`src/rtl/wdg_pkg.sv`:
```
package wdg_pkg;

    typedef enum logic [1:0] {
        ST_IDLE   = 2'd0,
        ST_PHASE1 = 2'd1,
        ST_PHASE2 = 2'd2,
        ST_FIRED  = 2'd3
    } wdg_state_e;

    localparam int DATA_W  = 32;
    localparam int PHASE_W = 5;
    localparam int SCALE_W = 2;
    localparam int MODE_W  = 2;

    // byte offsets
    localparam int OFS_KICK = 0;
    localparam int OFS_STAT = 4;
    localparam int OFS_CTRL = 8;

    // bit positions
    localparam int KICK_BIT    = 31;
    localparam int STAT_A_BIT  = 31;
    localparam int STAT_B_BIT  = 30;
    localparam int CTRL_EN_BIT = 31;
    localparam int CTRL_SC_LSB = 29;
    localparam int CTRL_A_LSB  = 22;
    localparam int CTRL_B_LSB  = 15;
    localparam int CTRL_MD_LSB = 0;

    localparam logic [MODE_W-1:0] MODE_AT_RESET = 2'd1;

    localparam logic [DATA_W-1:0] CTRL_MASK =
          (DATA_W'(1) << CTRL_EN_BIT)
        | (DATA_W'((1 << SCALE_W) - 1) << CTRL_SC_LSB)
        | (DATA_W'((1 << PHASE_W) - 1) << CTRL_A_LSB)
        | (DATA_W'((1 << PHASE_W) - 1) << CTRL_B_LSB)
        | (DATA_W'((1 << MODE_W) - 1) << CTRL_MD_LSB);

endpackage

```
`src/rtl/wdg_regs.sv`:
```
module wdg_regs
    import wdg_pkg::*;
#(
    parameter int ADDR_W = 4
) (
    input  logic                clk,
    input  logic                rst_n,
    input  logic [ADDR_W-1:0]   bus_addr,
    input  logic                bus_we,
    input  logic [DATA_W-1:0]   bus_wdata,
    output logic [DATA_W-1:0]   bus_rdata,
    input  logic                set_a,
    input  logic                set_b,
    output logic                cfg_en,
    output logic [SCALE_W-1:0]  cfg_scale,
    output logic [PHASE_W-1:0]  cfg_len_a,
    output logic [PHASE_W-1:0]  cfg_len_b,
    output logic [MODE_W-1:0]   cfg_mode,
    output logic                kick,
    output logic                flag_a,
    output logic                flag_b
);

    localparam logic [ADDR_W-1:0] A_KICK = ADDR_W'(OFS_KICK);
    localparam logic [ADDR_W-1:0] A_STAT = ADDR_W'(OFS_STAT);
    localparam logic [ADDR_W-1:0] A_CTRL = ADDR_W'(OFS_CTRL);

    logic wr_kick, wr_stat, wr_ctrl;
    logic clr_a, clr_b;
    logic unused_wdata_bits;

    assign wr_kick = bus_we && (bus_addr == A_KICK);
    assign wr_stat = bus_we && (bus_addr == A_STAT);
    assign wr_ctrl = bus_we && (bus_addr == A_CTRL);

    assign kick  = wr_kick && bus_wdata[KICK_BIT];
    assign clr_a = wr_stat && bus_wdata[STAT_A_BIT];
    assign clr_b = wr_stat && bus_wdata[STAT_B_BIT];

    assign unused_wdata_bits = ^(bus_wdata & ~CTRL_MASK);

    always_ff @(posedge clk or negedge rst_n) begin
        if (!rst_n) begin
            cfg_en    <= 1'b0;
            cfg_scale <= '0;
            cfg_len_a <= '0;
            cfg_len_b <= '0;
            cfg_mode  <= MODE_AT_RESET;
        end else if (wr_ctrl) begin
            cfg_en    <= bus_wdata[CTRL_EN_BIT];
            cfg_scale <= bus_wdata[CTRL_SC_LSB +: SCALE_W];
            cfg_len_a <= bus_wdata[CTRL_A_LSB +: PHASE_W];
            cfg_len_b <= bus_wdata[CTRL_B_LSB +: PHASE_W];
            cfg_mode  <= bus_wdata[CTRL_MD_LSB +: MODE_W];
        end
    end

    // set has priority over a clear on the same edge
    always_ff @(posedge clk or negedge rst_n) begin
        if (!rst_n) begin
            flag_a <= 1'b0;
            flag_b <= 1'b0;
        end else begin
            if (set_a)      flag_a <= 1'b1;
            else if (clr_a) flag_a <= 1'b0;
            if (set_b)      flag_b <= 1'b1;
            else if (clr_b) flag_b <= 1'b0;
        end
    end

    always_comb begin
        bus_rdata = '0;
        if (bus_addr == A_STAT) begin
            bus_rdata[STAT_A_BIT] = flag_a;
            bus_rdata[STAT_B_BIT] = flag_b;
        end else if (bus_addr == A_CTRL) begin
            bus_rdata[CTRL_EN_BIT]            = cfg_en;
            bus_rdata[CTRL_SC_LSB +: SCALE_W] = cfg_scale;
            bus_rdata[CTRL_A_LSB +: PHASE_W]  = cfg_len_a;
            bus_rdata[CTRL_B_LSB +: PHASE_W]  = cfg_len_b;
            bus_rdata[CTRL_MD_LSB +: MODE_W]  = cfg_mode;
        end
    end

    AST_SET_BEATS_CLEAR: assert property (@(posedge clk) disable iff (!rst_n)
        set_a |=> flag_a);
    AST_CLEAR_TAKES: assert property (@(posedge clk) disable iff (!rst_n)
        (clr_a && !set_a) |=> !flag_a);

endmodule

```
`src/rtl/wdg_tick.sv`:
```
module wdg_tick
    import wdg_pkg::*;
#(
    parameter int BASE_EXP = 25
) (
    input  logic               clk,
    input  logic               rst_n,
    input  logic               run,
    input  logic               restart,
    input  logic [SCALE_W-1:0] scale,
    output logic               tick
);

    localparam int CNT_W = BASE_EXP + (1 << SCALE_W) - 1;

    logic [CNT_W-1:0] cnt;
    logic [CNT_W:0]   span;
    logic [CNT_W-1:0] term;

    assign span = {{CNT_W{1'b0}}, 1'b1} << (BASE_EXP + 32'(scale));
    assign term = CNT_W'(span - (CNT_W+1)'(1));
    assign tick = run && (cnt == term);

    always_ff @(posedge clk or negedge rst_n) begin
        if (!rst_n)                cnt <= '0;
        else if (!run || restart)  cnt <= '0;
        else if (tick)             cnt <= '0;
        else                       cnt <= cnt + CNT_W'(1);
    end

    AST_PRESCALER_HELD: assert property (@(posedge clk) disable iff (!rst_n)
        !run |=> (cnt == '0));

    generate
        if (BASE_EXP >= 1) begin : g_spacing
            AST_TICK_SPACED: assert property (@(posedge clk) disable iff (!rst_n)
                tick |=> !tick);
        end
    endgenerate

endmodule

```
`src/rtl/wdg_fsm.sv`:
```
module wdg_fsm
    import wdg_pkg::*;
(
    input  logic               clk,
    input  logic               rst_n,
    input  logic               cfg_en,
    input  logic [PHASE_W-1:0] cfg_len_a,
    input  logic [PHASE_W-1:0] cfg_len_b,
    input  logic [MODE_W-1:0]  cfg_mode,
    input  logic               kick,
    input  logic               tick,
    output logic               run,
    output logic               restart,
    output logic               set_a,
    output logic               set_b,
    output logic               rst_req,
    output logic [MODE_W-1:0]  rst_mode
);

    wdg_state_e state, state_n;
    logic [PHASE_W-1:0] phase_cnt;
    logic last_tick;

    assign run       = (state == ST_PHASE1) || (state == ST_PHASE2);
    assign restart   = kick && run;
    assign last_tick = tick && (phase_cnt == ((state == ST_PHASE1) ? cfg_len_a : cfg_len_b));

    always_comb begin
        state_n = state;
        unique case (state)
            ST_IDLE:   if (cfg_en) state_n = ST_PHASE1;
            ST_PHASE1: begin
                if (kick)           state_n = ST_PHASE1;
                else if (!cfg_en)   state_n = ST_IDLE;
                else if (last_tick) state_n = ST_PHASE2;
            end
            ST_PHASE2: begin
                if (kick)           state_n = ST_PHASE1;
                else if (last_tick) state_n = ST_FIRED;
            end
            ST_FIRED:  state_n = ST_FIRED;
        endcase
    end

    assign set_a = (state == ST_PHASE1) && (state_n == ST_PHASE2);
    assign set_b = (state == ST_PHASE2) && (state_n == ST_FIRED);

    always_ff @(posedge clk or negedge rst_n) begin
        if (!rst_n) state <= ST_IDLE;
        else        state <= state_n;
    end

    always_ff @(posedge clk or negedge rst_n) begin
        if (!rst_n) begin
            phase_cnt <= '0;
            rst_req   <= 1'b0;
            rst_mode  <= MODE_AT_RESET;
        end else begin
            if (!run || restart || (state_n != state)) phase_cnt <= '0;
            else if (tick)                             phase_cnt <= phase_cnt + PHASE_W'(1);
            rst_req <= set_b;
            if (set_b) rst_mode <= cfg_mode;
        end
    end

    AST_PULSE_SINGLE: assert property (@(posedge clk) disable iff (!rst_n)
        rst_req |=> !rst_req);
    AST_MODE_HELD: assert property (@(posedge clk) disable iff (!rst_n)
        rst_req |=> $stable(rst_mode));
    AST_LATCHED_PHASE2: assert property (@(posedge clk) disable iff (!rst_n)
        (state == ST_PHASE2 && !cfg_en) |=> (state != ST_IDLE));
    AST_FIRED_STICKY: assert property (@(posedge clk) disable iff (!rst_n)
        (state == ST_FIRED) |=> (state == ST_FIRED && !rst_req));

endmodule

```
`src/rtl/wdg_timer.sv`:
```
module wdg_timer
    import wdg_pkg::*;
#(
    parameter int ADDR_W   = 4,
    parameter int BASE_EXP = 25
) (
    input  logic               clk,
    input  logic               rst_n,
    input  logic [ADDR_W-1:0]  bus_addr,
    input  logic               bus_we,
    input  logic [31:0]        bus_wdata,
    output logic [31:0]        bus_rdata,
    output logic               irq,
    output logic               rst_req,
    output logic [1:0]         rst_mode
);

    logic               cfg_en;
    logic [SCALE_W-1:0] cfg_scale;
    logic [PHASE_W-1:0] cfg_len_a, cfg_len_b;
    logic [MODE_W-1:0]  cfg_mode;
    logic kick, flag_a, flag_b, set_a, set_b, run, restart, tick;

    wdg_regs #(.ADDR_W(ADDR_W)) u_regs (
        .clk, .rst_n, .bus_addr, .bus_we, .bus_wdata, .bus_rdata,
        .set_a, .set_b, .cfg_en, .cfg_scale, .cfg_len_a, .cfg_len_b,
        .cfg_mode, .kick, .flag_a, .flag_b
    );

    wdg_tick #(.BASE_EXP(BASE_EXP)) u_tick (
        .clk, .rst_n, .run, .restart, .scale(cfg_scale), .tick
    );

    wdg_fsm u_fsm (
        .clk, .rst_n, .cfg_en, .cfg_len_a, .cfg_len_b, .cfg_mode,
        .kick, .tick, .run, .restart, .set_a, .set_b, .rst_req, .rst_mode
    );

    assign irq = flag_a;

    AST_IRQ_NEEDS_EXPIRY: assert property (@(posedge clk) disable iff (!rst_n)
        $rose(irq) |-> $past(set_a));

endmodule

```
`config.mk`:
```
export PLATFORM = sky130hd
export DESIGN_NAME = wdg_timer
export DESIGN_NICKNAME = d
export VERILOG_FILES = /design/src/rtl/wdg_pkg.sv /design/src/rtl/wdg_regs.sv /design/src/rtl/wdg_tick.sv /design/src/rtl/wdg_fsm.sv /design/src/rtl/wdg_timer.sv
export SDC_FILE = /design/constraint.sdc
export NUM_CORES = 1
export LEC_CHECK = 0
export BUFFER_PORTS_ARGS = -buffer_cell sky130_fd_sc_hd__buf_2
export CORE_MARGIN = 8
export CORE_UTILIZATION = 55
export CTS_BUF_LIST = sky130_fd_sc_hd__clkbuf_8
export DETAILED_ROUTE_END_ITERATION = 6
export PLACE_DENSITY = 0.81
export SYNTH_ARGS = -nofsm -noshare
export SYNTH_HDL_FRONTEND = slang
export SYNTH_SLANG_ARGS = --single-unit
export TNS_END_PERCENT = 100
```
`constraint.sdc`:
```
create_clock -name clk -period 4.97 [get_ports clk]
set_input_delay 0.7455 -clock clk [delete_from_list [all_inputs] [get_ports clk]]
set_output_delay 0.7455 -clock clk [all_outputs]
set_load 0.005 [all_outputs]
```
Word-level counts from Yosys, hierarchy flattened
Index checks and enable logic that the tools add are counted.
{"block": "op_classes", "addsub": 4, "n_mul": 0, "n_bitwise": 0, "n_reduce_logical": 20, "eq_ne": 10, "n_div": 0, "mux": 25, "shift": 1, "n_lt_le_gt_ge": 0}
{"op": "$mux W28", "n": 2}
{"op": "$mux W5", "n": 7}
{"op": "$shl A1 B32 Y28 const A", "n": 1}
{"op": "$add A28 B1 Y28 const B", "n": 1}
{"op": "$eq A28 B28 Y1", "n": 1}
{"op": "$sub A28 B1 Y28 const B", "n": 1}
{"op": "$mux W2", "n": 9}
{"op": "$logic_and A1 B1 Y1", "n": 11}
{"op": "$eq A2 B2 Y1 const B", "n": 4}
{"op": "$pmux W2 S4", "n": 1}
{"op": "$add A5 B2 Y6 const A", "n": 1}
{"op": "$reduce_bool A2 Y1", "n": 3}
{"op": "$add A5 B1 Y5 const B", "n": 1}
{"op": "$eq A5 B5 Y1", "n": 1}
{"op": "$mux W1", "n": 5}
{"op": "$eq A4 B3 Y1 const B", "n": 1}
{"op": "$eq A4 B4 Y1 const B", "n": 1}
{"op": "$logic_not A4 Y1", "n": 1}
{"op": "$logic_or A1 B1 Y1", "n": 3}
{"op": "$mux W3", "n": 1}
{"op": "$eq A2 B1 Y1 const B", "n": 1}
{"op": "$logic_not A2 Y1", "n": 1}
{"op": "$ne A2 B2 Y1", "n": 1}
{"op": "$logic_not A1 Y1", "n": 1}
{"block": "totals", "ram_bits": 0, "latchBits": 0, "rom_bits": 0, "mem_count": 0, "wordCells": 72, "regBits": 55, "out_inout_bits": 36}

Longest topological paths before layout
{"block": "depth", "depth_word": 13, "ltp_mapped": 9, "mapped_depth_nobuf": 8}

Modules after synthesis
Synthesis repeated with hierarchy kept, for this count alone.
{"block": "hier_totals", "hier_cells": 314, "area_unflattened_um2": 3171.8}
{"module": "wdg_tick", "area_each_um2": 1461.4, "cells_each": 158, "seq_area_each_um2": 700.7, "instances": 1}
{"module": "wdg_regs", "area_each_um2": 959.7, "cells_each": 76, "seq_area_each_um2": 426.7, "instances": 1}
{"module": "wdg_fsm", "area_each_um2": 750.7, "cells_each": 80, "seq_area_each_um2": 251.5, "instances": 1}

Worst setup path after synthesis
OpenSTA, ideal clock, no wires.
{"block": "synth_timing", "path_kind": "register -> register", "from": "register u_fsm.state[0]", "to": "register u_fsm.rst_mode[1]", "setup_slack_ns": 2.439, "setup_time_ns": 0.125, "arrival_ns": 2.405, "required_time_ns": 4.845, "period_less_slack_ns": 2.531, "path_stages_with_launch": 9, "path_cell_list": "dfrtp_1 -> inv_1 -> ha_1 -> and2_1 -> o21ai_2 -> a2111oi_4 -> and4_1 -> o211a_4 -> mux2_4"}
{"block": "synth_between", "elab_chain_cells": 10}
{"item": "start: declaration", "line": "wdg_fsm.sv:20", "rtl": "wdg_state_e state, state_n;"}
{"item": "start signal: assignment", "line": "wdg_fsm.sv:50", "rtl": "else state <= state_n;"}
{"item": "$eq A2 B1 Y1 / $eq A2 B2 Y1 (equally long branches)"}
{"item": "$mux W5 / $logic_or A1 B1 Y1 (equally long branches)", "line": "wdg_fsm.sv:26, wdg_fsm.sv:24"}
{"item": "$eq A5 B5 Y1 / $logic_and A1 B1 Y1 (equally long branches)", "line": "wdg_fsm.sv:26, wdg_tick.sv:22"}
{"item": "$logic_and A1 B1 Y1", "line": "wdg_fsm.sv:26", "rtl": "assign last_tick = tick && (phase_cnt == ((state == ST_PHASE1) ? cfg_len_a : cfg_len_b));"}
{"item": "$mux W2", "line": "wdg_fsm.sv:35", "rtl": "else if (last_tick) state_n = ST_PHASE2;"}
{"item": "$mux W2", "line": "wdg_fsm.sv:34", "rtl": "else if (!cfg_en) state_n = ST_IDLE;"}
{"item": "$mux W2", "line": "wdg_fsm.sv:33", "rtl": "if (kick) state_n = ST_PHASE1;"}
{"item": "$pmux W2 S4", "line": "wdg_fsm.sv:30", "rtl": "unique case (state)"}
{"item": "$eq A2 B2 Y1", "line": "wdg_fsm.sv:46", "rtl": "assign set_b = (state == ST_PHASE2) && (state_n == ST_FIRED);"}
{"item": "$logic_and A1 B1 Y1 (*)", "line": "wdg_fsm.sv:46"}
{"item": "net set_b", "line": "wdg_timer.sv:22", "rtl": "logic kick, flag_a, flag_b, set_a, set_b, run, restart, tick;"}
{"item": "end signal: assignment", "line": "wdg_fsm.sv:62", "rtl": "if (set_b) rst_mode <= cfg_mode;"}
{"item": "end: declaration", "line": "wdg_fsm.sv:17", "rtl": "output logic [MODE_W-1:0] rst_mode"}
The timed path passes the listed nets; every way through them passes the cells marked *.
A chain may end at the register's enable or synchronous reset.

Worst setup path after layout
{"block": "layout_timing", "from": "register u_fsm.state[0]", "to": "register u_fsm.phase_cnt[0]"}
{"block": "layout_between", "elab_chain_cells": 11}
{"item": "$eq A2 B1 Y1 / $eq A2 B2 Y1 (equally long branches)", "line": "wdg_fsm.sv:24, wdg_fsm.sv:26, wdg_fsm.sv:30"}
{"item": "$mux W5 / $logic_or A1 B1 Y1 (equally long branches)", "line": "wdg_fsm.sv:26, wdg_fsm.sv:24"}
{"item": "$eq A5 B5 Y1 / $logic_and A1 B1 Y1 (equally long branches)", "line": "wdg_fsm.sv:26, wdg_tick.sv:22"}
{"item": "$logic_and A1 B1 Y1", "line": "wdg_fsm.sv:26"}
{"item": "$mux W2", "line": "wdg_fsm.sv:35"}
{"item": "$mux W2", "line": "wdg_fsm.sv:34"}
{"item": "$mux W2", "line": "wdg_fsm.sv:33"}
{"item": "$pmux W2 S4", "line": "wdg_fsm.sv:30"}
{"item": "$ne A2 B2 Y1", "line": "wdg_fsm.sv:59", "rtl": "if (!run || restart || (state_n != state)) phase_cnt <= '0;"}
{"item": "$logic_or A1 B1 Y1", "line": "wdg_fsm.sv:59"}
{"item": "$mux W5 / $reduce_bool A2 Y1 (equally long branches)"}
{"item": "end signal: assignment", "line": "wdg_fsm.sv:60", "rtl": "else if (tick) phase_cnt <= phase_cnt + PHASE_W'(1);"}
{"item": "end: declaration", "line": "wdg_fsm.sv:21", "rtl": "logic [PHASE_W-1:0] phase_cnt;"}
Parallel ways exist; a longest one is shown, timed or not.

==> reports/metrics.cfg <==
[run_status]
status=finished clean

[layout]
fin_nets=399
post-route-cell-area_sq_mm=0.003506
drive_gt1_share_pct=21.97
n_antenna_cell=0
areaGrowthSynthToFinish_pct=10.14

[power]
power.internal_mw=0.7836
p_comb_share_pct=27.8
swShare_pct=33.67
power.leakage_nw=1.599
power_density_mw_per_mm2=337.0
p_clk_share_pct=25.8
vdd_drop_max_mv=0.3482
totalPowerFinal_mw=1.181
p_switching_mw=0.3977
seq_power_share_pct=46.4

[synthesis]
synth_top_cell_by_area=dfrtp_1
synthArstFlopShare_pct=100.0
ys.flop_type=dfrtp_1
synth_edf_count=0
synth_commonest_cells=dfrtp_1, nor2_1, xor2_1
synth_cell_types=52
synth_most_common_cell=dfrtp_1
synth_adder_area_share_pct=2.358
synth_xor_area_share_pct=9.355
synth_top_area_share_pct=41.67
ys.warnings.count=0
synth-seq-cells=55
synth-compound-area-share_pct=7.940
synthSimpleGateAreaFrac_pct=23.11
synth_top_family_by_area=simple AND/OR/NAND/NOR gates
ys_seq_area_share_pct=43.32
syn_inst=313
synth_area_leaders=dfrtp_1, xor2_1, mux2_2
synthMuxAreaShare_pct=8.137
synth_area_sq_mm=0.003183
syn_area_per_cell_sq_um=10.17

[critical_path]
worstPathRequired_ns=5.14
path_class=register to register
worstReg2RegStart=u_fsm.state[0]
slowest_stage=o21ai_0
start_kind=register
max_stage_delay_ns=0.64
crit_start=u_fsm.state[0]
arrival_ns=3.29
cp-end-kind=register
cp_cell_sequence=ha_1, mux2i_1, xnor2_1, nor4_2, nand3_1, o21ai_0, nor3_1
crit_fanout=9

[sta]
tns_ns=0
finalSetupViolations=0
rsz0062_at_grt=no
fmax_mhz=320.6
period_minus_slack_ns=3.119
timing.final.crit_share_pct=62.76
hold_viol=0
slew_violations=0
skew_ns=0.01351
tightest_slew_ns=1.058
slew-limit-headroom_pct=29.26

[cts]
cts_buffer_depth=2
cts_root_buffer=clkbuf_8
cts_setup_buffers=0
cts-hold-fix-buffers=0
cts-resized-gates=0
cts_tree=yes
cts_max_level=2
clk_pin_slew_ns=0.10
clock_latency_ns=0.32
cts_buffers=5
clkSinkCount=55

[placement]
dp_hpwl_mm=4.773
place_area_sq_mm=0.003391
place.gp.congestion=0.8776
numPortBuffers=40

[floorplanning]
die_h_um=92.08
ios=75
core-area_sq_mm=0.005540
fp.dieW_um=92.08
num_rows=27
start_util_pct=57.45
die_area_sq_mm=0.008478

[grt]
grt.overflow.total=0
antenna_found_initial=0
grt_pass1_vias=2406
grt_max_degree=56
track_usage_pct=15.58
grt_pass1_wl_mm=10.98

[route]
wl_per_cell_um=14.90
num_vias=2323
wirelength_mm=6.362
drc=0
drt_iter0_drc=124
dr.pass1.iters=4
ant_nets=0
via_per_inst=5.440

[hold_path]
hp-class=register to register
min-delay-start=u_tick.cnt[0]

[job]
max-cap-violations=0

[critical path, delay by kind of cell, from the launching register on]
kind                     cells  cell delay, ns
AND/OR/NAND/NOR              3            0.82
flip-flops                   1            0.55
multiplexers                 1            0.30
AO/OA/AOI/OAI                1            0.64
XOR/XNOR                     1            0.12
adder cells (fa/ha/maj)      1            0.56
[power by group through the flow]
stage	sequential [mW]	clock [mW]	combinational, mW
after floorplan	0.542	0	0.260
after global placement	0.553	0	0.314
after detailed placement	0.557	0	0.328
after CTS	0.548	0.309	0.330
after global routing	0.556	0.326	0.364
final	0.548	0.305	0.329
[kinds of logic after synthesis]
group / count (synthesis)
buffers and inverters: 30
XOR/XNOR: 34
other: 1
AO/OA/AOI/OAI: 28
adder cells (fa/ha/maj): 6
AND/OR/NAND/NOR: 136
multiplexers: 23
flip-flops: 55
[through the flow]
step	setup slack, ns	hold slack (ns)	util (%)	instances
5_1_grt	1.569	0.5185	63.28	427
4_1_cts	1.837	0.4910	63.28	427
3_3_place_gp	1.926	0.4681	61.20	419
6_report	1.851	0.4831	63.28	427
2_1_floorplan	2.439	0.4479	-	329
3_5_place_dp	1.861	0.4780	61.20	419
[routing by layer]
metal  track usage [%]  up-vias  share of wire [%]
met5                 0        -                  0
met4             6.040        0                1.7
met3             3.260        8                4.5
met2             26.46       50                 50
met1             18.88     1130                 44
li1                  -     1135                  -
[placed cells by master (no fill, tap or decap), types with 2 or more instances in the layout]
cell and instances:
nor3_1 11, o211ai_1 2, nand2b_1 4, dfstp_2 2, nor2_1 38, xor2_1 23
mux2_4 2, nand4_1 10, mux2i_1 6, clkbuf_8 5, conb_1 17, a211oi_1 2
inv_1 6, nand3_1 12, o21ai_0 5, a22oi_1 2, dfrtp_1 53, buf_2 40
a21o_1 3, and2_1 16, and4_1 7, nand2_1 22, xnor2_1 11, nor2b_1 4
buf_4 2, a2111oi_4 2, mux2_2 15, ha_1 6
[state kept, by name, summed over array words and instances, names as in the netlist, 2 cells and up]
register and flops:
u_tick.cnt 28, u_fsm.phase_cnt 5, u_regs.cfg_len_a 5, u_regs.cfg_len_b 5
u_fsm.rst_mode 2, u_fsm.state 2, u_regs.cfg_mode 2, u_regs.cfg_scale 2
[worst paths after layout]
| check | cells after the start | slack [ns] | endpoint |
|---|---|---|---|
| setup / recovery | 7 | 1.85 | u_fsm.phase_cnt[0] |
| hold / removal | 1 | 0.48 | u_tick.cnt[0] |
| setup reg to reg | 7 | 1.85 | u_fsm.phase_cnt[0] |
| hold reg to reg | 1 | 0.48 | u_tick.cnt[0] |
| max in group asynchronous | 2 | 3.98 | u_tick.cnt[6] |
| min in group asynchronous | 2 | 0.54 | u_tick.cnt[4] |
[final cells by class]
class | count | area (sq um)
inverters | 6 | 22.52
repair buffers | 42 | 215.2
fillers | 466 | 2034
clock buffers | 5 | 68.82
multi-input cells | 244 | 1684
flip-flops and latches | 55 | 1379
clock inverters | 3 | 46.29
well taps | 72 | 90.09
(Power assumes the default switching activity.)
